<file path="src/rtl/strb_in_pkg.sv">
package strb_in_pkg;
  typedef struct packed {
    logic capture;     // strobe rising edge seen after synchronizer
    logic portRead;    // host reads the stored byte
    logic ieWrite;     // command addresses the interrupt-enable position
    logic ieVal;
    logic spareWrite;  // command addresses a spare line
    logic spareIdx;    // 0 = lower spare, 1 = upper spare
    logic spareVal;
  } ctrlStrobes_t;
endpackage

</file>
<file path="src/rtl/strbInCtrl.sv">
module strbInCtrl
  import strb_in_pkg::*;
#(
  parameter int SYNC_STAGES = 2,
  parameter int IE_BIT      = 4,
  parameter int SPARE_LO    = 6
) (
  input  logic         clk,
  input  logic         rstN,
  input  logic         stbIn,
  input  logic         rdEn,
  input  logic         rdSel,
  input  logic         cmdValid,
  input  logic [2:0]   cmdBit,
  input  logic         cmdSet,
  output ctrlStrobes_t strobes,
  output logic         bufFull,
  output logic         intReq,
  output logic         intEn
);
  localparam logic [2:0] IE_IDX    = IE_BIT[2:0];
  localparam logic [2:0] SPLO_IDX  = SPARE_LO[2:0];
  localparam logic [2:0] SPHI_IDX  = SPLO_IDX + 3'd1;
  localparam int         LAST      = SYNC_STAGES - 1;

  logic [SYNC_STAGES-1:0] syncQ;
  logic                   stbPrevQ;
  logic                   ieNext;

  always_ff @(posedge clk or negedge rstN) begin
    if (!rstN) begin
      syncQ    <= '0;
      stbPrevQ <= 1'b0;
    end else begin
      syncQ    <= {syncQ[SYNC_STAGES-2:0], stbIn};
      stbPrevQ <= syncQ[LAST];
    end
  end

  always_comb begin
    strobes            = '0;
    strobes.capture    = syncQ[LAST] & ~stbPrevQ;
    strobes.portRead   = rdEn & ~rdSel;
    strobes.ieWrite    = cmdValid && (cmdBit == IE_IDX);
    strobes.ieVal      = cmdSet;
    strobes.spareWrite = cmdValid && ((cmdBit == SPLO_IDX) || (cmdBit == SPHI_IDX));
    strobes.spareIdx   = (cmdBit == SPHI_IDX);
    strobes.spareVal   = cmdSet;
  end

  assign ieNext = strobes.ieWrite ? strobes.ieVal : intEn;

  always_ff @(posedge clk or negedge rstN) begin
    if (!rstN) begin
      bufFull <= 1'b0;
      intReq  <= 1'b0;
      intEn   <= 1'b0;
    end else begin
      intEn <= ieNext;
      if (strobes.capture) begin
        bufFull <= 1'b1;
        intReq  <= ieNext;
      end else begin
        if (strobes.portRead) bufFull <= 1'b0;
        if (strobes.portRead || !ieNext) intReq <= 1'b0;
      end
    end
  end
endmodule

</file>
<file path="src/rtl/strbInData.sv">
module strbInData
  import strb_in_pkg::*;
#(
  parameter int DATA_W = 8
) (
  input  logic              clk,
  input  logic              rstN,
  input  ctrlStrobes_t      strobes,
  input  logic [DATA_W-1:0] portData,
  input  logic              rdEn,
  input  logic              rdSel,
  input  logic              bufFull,
  input  logic              intReq,
  input  logic              intEn,
  output logic [DATA_W-1:0] latchQ,
  output logic [1:0]        spareOut,
  output logic [DATA_W-1:0] rdData
);
  logic [DATA_W-1:0] statusWord;

  always_ff @(posedge clk or negedge rstN) begin
    if (!rstN)                latchQ <= '0;
    else if (strobes.capture) latchQ <= portData;
  end

  for (genvar i = 0; i < 2; i++) begin : g_spare
    always_ff @(posedge clk or negedge rstN) begin
      if (!rstN)
        spareOut[i] <= 1'b0;
      else if (strobes.spareWrite && (strobes.spareIdx == (i == 1)))
        spareOut[i] <= strobes.spareVal;
    end
  end

  always_comb begin
    statusWord      = '0;
    statusWord[4:0] = {spareOut[1], spareOut[0], intEn, intReq, bufFull};
  end

  assign rdData = !rdEn ? '0 : (rdSel ? statusWord : latchQ);
endmodule

</file>
<file path="src/rtl/strbInPort.sv">
module strbInPort
  import strb_in_pkg::*;
#(
  parameter int DATA_W      = 8,
  parameter int SYNC_STAGES = 2,
  parameter int PORT_B      = 0
) (
  input  logic              clk,
  input  logic              rstN,
  input  logic              stbIn,
  input  logic [DATA_W-1:0] portData,
  input  logic              rdEn,
  input  logic              rdSel,
  output logic [DATA_W-1:0] rdData,
  input  logic              cmdValid,
  input  logic [2:0]        cmdBit,
  input  logic              cmdSet,
  output logic              bufFull,
  output logic              intReq,
  output logic [1:0]        spareOut
);
  localparam int IE_BIT   = (PORT_B != 0) ? 2 : 4;
  localparam int SPARE_LO = 6;

  ctrlStrobes_t      ctlStrobes;
  logic              intEnQ;
  logic [DATA_W-1:0] latchQ;

  strbInCtrl #(
    .SYNC_STAGES(SYNC_STAGES),
    .IE_BIT     (IE_BIT),
    .SPARE_LO   (SPARE_LO)
  ) u_ctrl (
    .clk     (clk),
    .rstN    (rstN),
    .stbIn   (stbIn),
    .rdEn    (rdEn),
    .rdSel   (rdSel),
    .cmdValid(cmdValid),
    .cmdBit  (cmdBit),
    .cmdSet  (cmdSet),
    .strobes (ctlStrobes),
    .bufFull (bufFull),
    .intReq  (intReq),
    .intEn   (intEnQ)
  );

  strbInData #(.DATA_W(DATA_W)) u_dp (
    .clk     (clk),
    .rstN    (rstN),
    .strobes (ctlStrobes),
    .portData(portData),
    .rdEn    (rdEn),
    .rdSel   (rdSel),
    .bufFull (bufFull),
    .intReq  (intReq),
    .intEn   (intEnQ),
    .latchQ  (latchQ),
    .spareOut(spareOut),
    .rdData  (rdData)
  );
endmodule

</file>
<file path="config.mk">
export PLATFORM = sky130hd
export DESIGN_NAME = strbInPort
export DESIGN_NICKNAME = d
export VERILOG_FILES = /design/src/rtl/strb_in_pkg.sv /design/src/rtl/strbInCtrl.sv /design/src/rtl/strbInData.sv /design/src/rtl/strbInPort.sv
export SDC_FILE = /design/constraint.sdc
export NUM_CORES = 1
export LEC_CHECK = 0
export BUFFER_PORTS_ARGS = -buffer_cell sky130_fd_sc_hd__buf_2
export CORE_UTILIZATION = 45
export CTS_CLUSTER_SIZE = 12
export DETAILED_ROUTE_END_ITERATION = 12
export PLACE_DENSITY = 0.76
export SYNTH_ARGS = -nofsm -noshare
export SYNTH_HDL_FRONTEND = slang
export SYNTH_SLANG_ARGS = --single-unit
</file>
<file path="constraint.sdc">
create_clock -name clk -period 1.5 [get_ports clk]
set_input_delay 0.075 -clock clk [delete_from_list [all_inputs] [get_ports clk]]
set_output_delay 0.075 -clock clk [all_outputs]
set_load 0.02 [all_outputs]
</file>
== Word-level counts from Yosys, hierarchy flattened ==
Index checks and enable logic that the tools add are counted.

* Bitwise gates (word level): 5
* Mux-type cells: 7
* Reductions and logical operators: 9
* Equal/unequal tests: 3

{| class="wikitable"
|+ Operators by type and width
! cell !! count
|-
| 2-to-1 mux 8 bit || 2
|-
| == test 3 bit, second input constant || 3
|-
| 2-to-1 mux 1 bit || 5
|-
| logical AND 1 bit || 4
|-
| nonzero test 2 bit || 2
|-
| inverter 1 bit || 3
|-
| bitwise AND 1 bit || 2
|-
| logical OR 1 bit || 2
|-
| logical NOT 1 bit || 1
|}

* Register bits after elaboration: 16
* Output and inout port bits: 12
* Word-level logic and storage cells: 32

== Longest topological paths before layout ==
Gate-level depths: netlist of run 1.

* Depth in word-level cells: 7
* Mapped depth: 4
* Depth with buffers taken out: 3

== By module ==
From an unflattened synthesis of run 1, not the netlist that was laid out.

* Cell total of the unflattened synthesis: 56
* Area, all modules: 792.0 µm²

{| class="wikitable"
|+ Modules (own cells, without submodules)
! module !! area each (µm²) !! instances !! sequential area each (µm²) !! cells an instance
|-
| strbInData || 540.5 || 1 || 250.2 || 38
|-
| strbInCtrl || 251.5 || 1 || 150.1 || 18
|}

== Worst setup path after synthesis of run 1 ==
OpenSTA, ideal clock, no wires.

* Path kind: register to register
* Start: register u_ctrl.stbPrevQ
* End: register u_dp.latchQ[0]
* Stages on the path, launching flop included: 4
* Arrival time: 962 ps
* Setup slack: 413 ps
* Clock period less this slack: 1087 ps
* Library setup time: 125 ps
* Required time: 1375 ps
* Cell sequence: dfrtp_1 -> nor2b_1 -> buf_2 -> mux2_2

* Cells in the longest elaborated chain, start to end: 2

{| class="wikitable"
|+ Ends and longest elaborated chain
! what !! line !! text
|-
| start, declared || strbInCtrl.sv:27 || <nowiki>logic stbPrevQ;</nowiki>
|-
| start signal, assigned || strbInCtrl.sv:36 || <nowiki>stbPrevQ <= syncQ[LAST];</nowiki>
|-
| inverter 1 bit || strbInCtrl.sv:42 || <nowiki>strobes.capture = syncQ[LAST] & ~stbPrevQ;</nowiki>
|-
| bitwise AND 1 bit || strbInCtrl.sv:42 ||
|-
| end signal, assigned || strbInData.sv:23 || <nowiki>else if (strobes.capture) latchQ <= portData;</nowiki>
|-
| end, declared || strbInData.sv:15 || <nowiki>output logic [DATA_W-1:0] latchQ,</nowiki>
|}

No other way between the ends.
A chain may end at the register's enable or synchronous reset.

== Worst setup path after layout of run 1 ==
* Start: register u_ctrl.stbPrevQ
* End: register u_dp.latchQ[1]

The elaborated chain is that of the path after synthesis.

==> reports/metrics.csv, run 1 <==
stage;metric;value;unit
outcome;outcome;finished, final reports clean;
flow_run;max cap viols;0;
cells_and_area;area grow syn2layout;31.8;%
yosys;most common cell in the netlist;dfrtp_1;
cells_and_area;final core area utilization;67.5;%
drt;WL/cell;14.3;microns
cts;CTS Root Cell;clkbuf_4;
yosys;async set-reset flop share out of synthesis;100;%
cts;H-tree Lvls;1;
cells_and_area;ANT cells;0;
yosys;top_reg_cell synth;dfrtp_1;
sta;RSZ-0062 raised after global routing;no;
die;Die H;41.7;microns
die;num rows;13;
cts;Sink Count;16;
grt;largest net degree at the start of global routing;17;
sta;maximum clock rate;856;MHz
critical_path;CP Capture Type;flop;
drt;ANT nets after route;0;
sta;final hold viol count;0;
placement;PortBufs;29;
die;die width;41.7;microns
die;area of the die;1740;sq um
worst_hold_path;hold crit path type;input pin to flop;
critical_path;CP Max Fanout;7;
critical_path;crit path kind;flop to flop;
grt;total grt overflow;0;
die;core box area;1380;sq um
yosys;Post-Synthesis Cells;52;
grt;GRT Total Usage;19.9;%
grt;vias in the first global route;558;
cts;cts bufs inserted;3;
pwr;power per cell area;1130;nW/um^2
pwr;leakage power;0.000483;uW
sta;Clock Skew;0.000722;ns
yosys;synthesized cell area;708;sq um
sta;Final setup viols;0;
cells_and_area;layout cells sized above 1;54.0;%
cells_and_area;area of the multi-input gates;298;sq um
yosys;Synth Warn #;0;
cts;CTS tree;built;
sta;crit share post-route;77.9;%
yosys;syn nets;70;
critical_path;Worst Path Required;1.67;ns
placement;GPL Wtd Cong;0.757;
cells_and_area;fill count;106;
cts;post-cts sizing count;0;
die;initial core utilization;51.2;%
yosys;top cell type's share of synthesized area;56.5;%
grt;first-pass GRT wire length;2.57;mm
yosys;Seq/Total Area, Yosys;56.5;%
cts;deepest clock path buffer count;2;
cts;CTS clock-pin slew for the worst setup and hold paths;0.09;ns
grt;antenna violations before repair;0;
drt;drt drc;0;
sta;minimum clock period;1.17;ns
yosys;Cell variety after synth;14;
critical_path;Setup crit start kind;flop;
cts;clk_lat worst skew;0.28;ns
yosys;syn avg cell area;13.6;sq um
pwr;Final Total Pwr;1060;uW
die;I/O pins;30;
sta;max-slew violation count;0;
sta;Setup TNS;0;ns
sta;Slew HR;76.9;%
cells_and_area;nets;106;
pwr;VDD IR max;0.631;mV
cells_and_area;Register Area;400;sq um
yosys;Yosys reg bits;16;
drt;Vias;523;
yosys;most frequent cells after synthesis;16 x dfrtp_1, 10 x mux2_2, 7 x nor2b_1;
drt;drt first pass iters;3;
drt;Via density;5.13;
placement;post-DP HPWL;1.09;mm
yosys;Post-synth EDFFs;0;
sta;Worst-Margin Slew;0.347;ns
drt;Initial DRC Count;10;
critical_path;Crit path arrival time;1.34;ns
yosys;Synth area leaders;dfrtp_1 57%, mux2_2 16%, mux2i_1 7.1%, nor2b_1 6.2%, and2_1 2.7%;
yosys;cell taking the most area after synthesis;dfrtp_1;
drt;Routed WL;1.46;mm
## flip-flops by register name, indices dropped and copies added, names as in the netlist
signal and cells:
u_ctrl.intEn 1, u_dp.spareOut 2, u_ctrl.syncQ 2, u_dp.latchQ 8, u_ctrl.bufFull 1, u_ctrl.intReq 1, u_ctrl.stbPrevQ 1
## cell usage in the layout (no fill, tap or decap), drive strengths merged
master / Yosys / final
and4bb: 1 / 1
mux2i: 5 / 5
nand2b: 1 / 1
a21o: 2 / 2
buf: 2 / 31
nor2b: 7 / 7
mux2: 11 / 11
nor2: 1 / 1
clkbuf: 0 / 4
dlygate4sd3: 0 / 2
dfrtp: 16 / 16
nand4: 1 / 1
nand3: 1 / 1
and2: 4 / 4
## routing by layer
layer / track usage, % / routed length [microns]
met5: 0 / 0
met4: 7.74 / 12
met3: 4.35 / 59
met2: 34.1 / 774
met1: 24.2 / 617
## critical path: stages (launching register included)
cell	delay, ns
dfrtp_1	0.38
nor2b_1	0.15
buf_4	0.18
mux2_2	0.35
## cells by family after synthesis
kind of cell,synth area share [%]
DFF,56.5
buffers and inverters,1.41
muxes,25.1
AOI/OAI and AO/OA,2.12
and+or+nand+nor,14.8
## timing repair
item / CTS / global route
hold buffers: 2 / 0
hold endpoints to repair: 17 / 0
buffers inserted: 0 / 0
## cell type report
cell class	instances	area share, %
clock buffers	4	3.89
multi-input cells	34	31.9
repair buffers	33	19.3
flip-flops and latches	16	42.9
well taps	15	2.01
## metrics by stage
| stage | hold slack, ns | cell area, sq um | setup WS, ns | std cells |
|---|---|---|---|---|
| final | 0.0221 | 933 | 0.332 | 102 |
| after global routing | 0.0201 | 933 | 0.263 | 102 |
| after CTS | 0.0158 | 933 | 0.320 | 102 |
| after detailed placement | 0.00507 | 877 | 0.347 | 96 |
| after global placement | -0.000944 | 877 | 0.406 | 96 |
| after floorplan | -0.221 | 708 | 0.413 | 52 |
## where the power goes
part	internal (uW)	switching, uW
clock network	148	134
logic	122	124
registers	491	37.3
total	761	295
## final timing paths
kind                                    to  slack, ns       startpoint  cells past startpoint
setup / recovery            u_dp.latchQ[1]       0.33  u_ctrl.stbPrevQ                      3
min in group asynchronous   u_dp.latchQ[6]       0.24             rstN                      2
setup reg to reg            u_dp.latchQ[1]       0.33  u_ctrl.stbPrevQ                      3
hold reg to reg            u_ctrl.syncQ[1]       0.37  u_ctrl.syncQ[0]                      0
hold / removal              u_dp.latchQ[5]       0.02      portData[5]                      2
max in group asynchronous   u_dp.latchQ[5]       1.01             rstN                      2
Power figures use the tool's default switching activity.
==> run 2, diff against run 1 <==
clock period = 1.1 ns   (was 1.5 ns; I/O delays follow)
==> run 2 against run 1 <==
  * The flow now finishes with violations (hold timing, setup timing)
  * Via count up 3.1%
  * Count of clock-buffer cells in the layout down 1
  * First-iteration DRC count down 90%
  * Clock power up 6%
  * Clock skew up 0.0033 ns
  * Sequential power up 35%
  * Worst setup slack worse by 0.34 ns
  * Worst hold slack worse by 0.022 ns
  * Sequential cell count unchanged
  * Design area up 6.0%
  * Critical endpoint is now u_dp.latchQ[6]
  * Highest routed layer unchanged
==> reports/metrics.csv, run 2 (same netlist as run 1, synthesis figures left out) <==
stage;metric;value;unit;change
outcome;outcome;finished, violations left;;was finished, final reports clean
outcome;failing checks;hold timing, setup timing;;
sta;Final setup viols;6;;was 0
pwr;Logic pwr share;28.2;%;was 23.3%
sta;Slew HR;76.6;%;was 76.9%
grt;largest net degree at the start of global routing;17;;unchanged
grt;Global Route met2 Usage;29.1;%;was 34.1%
sta;Clock Skew;0.00397;ns;was 0.000722 ns
cts;CTS tree;built;;unchanged
cells_and_area;Largest register FFs;8;;unchanged
drt;ANT nets after route;0;;unchanged
grt;first-pass GRT wire length;2.42;mm;was 2.57 mm
critical_path;CP Capture Type;flop;;unchanged
critical_path;crit path kind;flop to flop;;unchanged
cells_and_area;area of the multi-input gates;332;sq um;was 298 sq um
critical_path;Setup crit start kind;flop;;unchanged
drt;drt drc;0;;unchanged
sta;final hold viol count;1;;was 0
drt;Via density;5.13;;about the same
sta;max-slew violation count;0;;unchanged
cts;deepest clock path buffer count;2;;unchanged
drt;Initial DRC Count;1;;was 10
drt;Routed WL;1.39;mm;was 1.46 mm
drt;drt first pass iters;4;;was 3
flow_run;max cap viols;0;;unchanged
worst_hold_path;hold crit path type;input pin to flop;;unchanged
die;initial core utilization;51.2;%;unchanged
grt;GRT Total Usage;18.3;%;was 19.9%
grt;busiest layer in global routing;met2;;unchanged
placement;PortBufs;29;;unchanged
drt;Vias;539;;was 523
sta;minimum clock period;1.11;ns;was 1.17 ns
pwr;power per cell area;1420;nW/um^2;was 1130 nW/um^2
cts;CTS clock-pin slew for the worst setup and hold paths;0.09;ns;about the same
pwr;VDD IR max;0.975;mV;was 0.631 mV
cts;cts bufs inserted;3;;unchanged
critical_path;Crit path arrival time;1.27;ns;was 1.34 ns
grt;met3 GRT Util;4.78;%;was 4.35%
cells_and_area;ANT cells;0;;unchanged
pwr;leakage power;0.000528;uW;was 0.000483 uW
die;die width;41.7;microns;unchanged
die;num rows;13;;unchanged
cts;Sink Count;16;;unchanged
placement;post-DP HPWL;950;microns;was 1.09 mm
pwr;Reg power frac;50.7;%;was 50.0%
cells_and_area;Regs by FF count;u_dp.latchQ x8, u_ctrl.syncQ x2, u_dp.spareOut x2;;unchanged
sta;maximum clock rate;902;MHz;was 856 MHz
die;core box area;1380;sq um;unchanged
cells_and_area;fill count;95;;was 106
cells_and_area;commonest non-fill, non-tap cell in the layout;buf_2;;unchanged
die;area of the die;1740;sq um;unchanged
cells_and_area;Final Non-Filler Cells;105;;was 102
pwr;switching power;393;uW;was 295 uW
sta;worst hold slack;-0.000141;ns;was 0.0221 ns
cells_and_area;area grow syn2layout;39.8;%;was 31.8%
sta;crit share post-route;101;%;was 77.9%
placement;GPL Wtd Cong;0.724;;was 0.757
grt;antenna violations before repair;0;;unchanged
grt;grt met1 use;24.4;%;was 24.2%
cells_and_area;highest-count cells in the layout ignoring fill and taps;28 x buf_2, 16 x dfrtp_1, 8 x mux2_4, 6 x nor2b_1, 6 x buf_4;;was 29 x buf_2, 16 x dfrtp_1, 10 x mux2_2, 7 x nor2b_1, 5 x mux2i_1
cts;H-tree Lvls;1;;unchanged
critical_path;Worst Path Required;1.27;ns;was 1.67 ns
grt;vias in the first global route;546;;was 558
sta;Worst-Margin Slew;0.350;ns;was 0.347 ns
placement;cell count after placement;96;;unchanged
cells_and_area;Biggest register;u_dp.latchQ;;unchanged
sta;final setup margin;-0.00820;ns;was 0.332 ns
drt;WL/cell;13.2;microns;was 14.3 microns
cells_and_area;layout cells sized above 1;56.7;%;was 54.0%
cts;CTS Root Cell;clkbuf_4;;unchanged
cts;clk_lat worst skew;0.28;ns;about the same
sta;Setup TNS;-0.0261;ns;was 0 ns
pwr;Sw Ratio;27.9;%;about the same
pwr;Clk pwr share;21.0;%;was 26.6%
die;Die H;41.7;microns;unchanged
critical_path;CP Max Fanout;8;;was 7
die;I/O pins;30;;unchanged
sta;RSZ-0062 raised after global routing;yes;;was no
cells_and_area;nets;110;;was 106
cells_and_area;Register Area;400;sq um;unchanged
grt;total grt overflow;0;;unchanged
pwr;Pint;1020;uW;was 761 uW
[run 2: layer usage]
metal	share of wire [%]	vias up
met5	0	-
met4	0.43	0
met1	45	259
met2	50	20
li1	-	258
met3	5.3	2
[run 2: final cells by class]
| cell class | instances | share of cell area (%) |
|---|---|---|
| timing repair buffer | 37 | 21.9 |
| multi-input combinational | 34 | 33.5 |
| tap | 15 | 1.90 |
| sequential | 16 | 40.5 |
| clock buffer | 3 | 2.28 |
[run 2: critical path, cell delays in order (launching register included)]
cell	delay (ns)
dfrtp_1	0.41
nor2b_4	0.13
buf_6	0.15
mux2_4	0.30
[run 2: metrics by stage]
step	util [%]	area (sq um)	setup WS (ns)	hold WS, ns	power (uW)
6_report	71.6	990	-0.00820	-0.000141	1410
5_1_grt	71.6	990	-0.0633	0.00186	1480
4_1_cts	68.6	948	-0.00349	0.000775	1380
3_5_place_dp	63.4	877	-0.0306	-0.0170	1050
3_3_place_gp	63.4	877	-0.00843	-0.0219	1040
2_1_floorplan	-	708	0.0135	-0.241	926
[run 2: worst paths after layout]
path / cells after the start / to / slack, ns / from
worst min-delay path: 2 / u_dp.latchQ[3] / -0.0001 / portData[3]
worst max register to register: 3 / u_dp.latchQ[6] / -0.008 / u_ctrl.stbPrevQ
max in group asynchronous: 2 / u_dp.latchQ[5] / 0.65 / rstN
worst max-delay path: 3 / u_dp.latchQ[6] / -0.008 / u_ctrl.stbPrevQ
min in group asynchronous: 2 / u_dp.latchQ[4] / 0.20 / rstN
worst min register to register: 0 / u_ctrl.syncQ[1] / 0.37 / u_ctrl.syncQ[0]
[run 2: power by group through the flow]
stage | Combinational (uW) | Clock (uW) | Sequential [uW]
after floorplan | 179 | 0 | 747
after global placement | 319 | 0 | 726
after detailed placement | 327 | 0 | 727
after CTS | 358 | 304 | 716
after global routing | 432 | 323 | 727
final | 398 | 297 | 715
[run 2: what timing repair did]
| item | 4_1_cts | 5_1_grt |
|---|---|---|
| hold endpoints to repair | 17 | 0 |
| setup buffers | 0 | 4 |
| resized for setup | 8 | 3 |
| hold buffers | 2 | 0 |
| pin swaps | 0 | 1 |
| setup endpoints to repair | 7 | 14 |
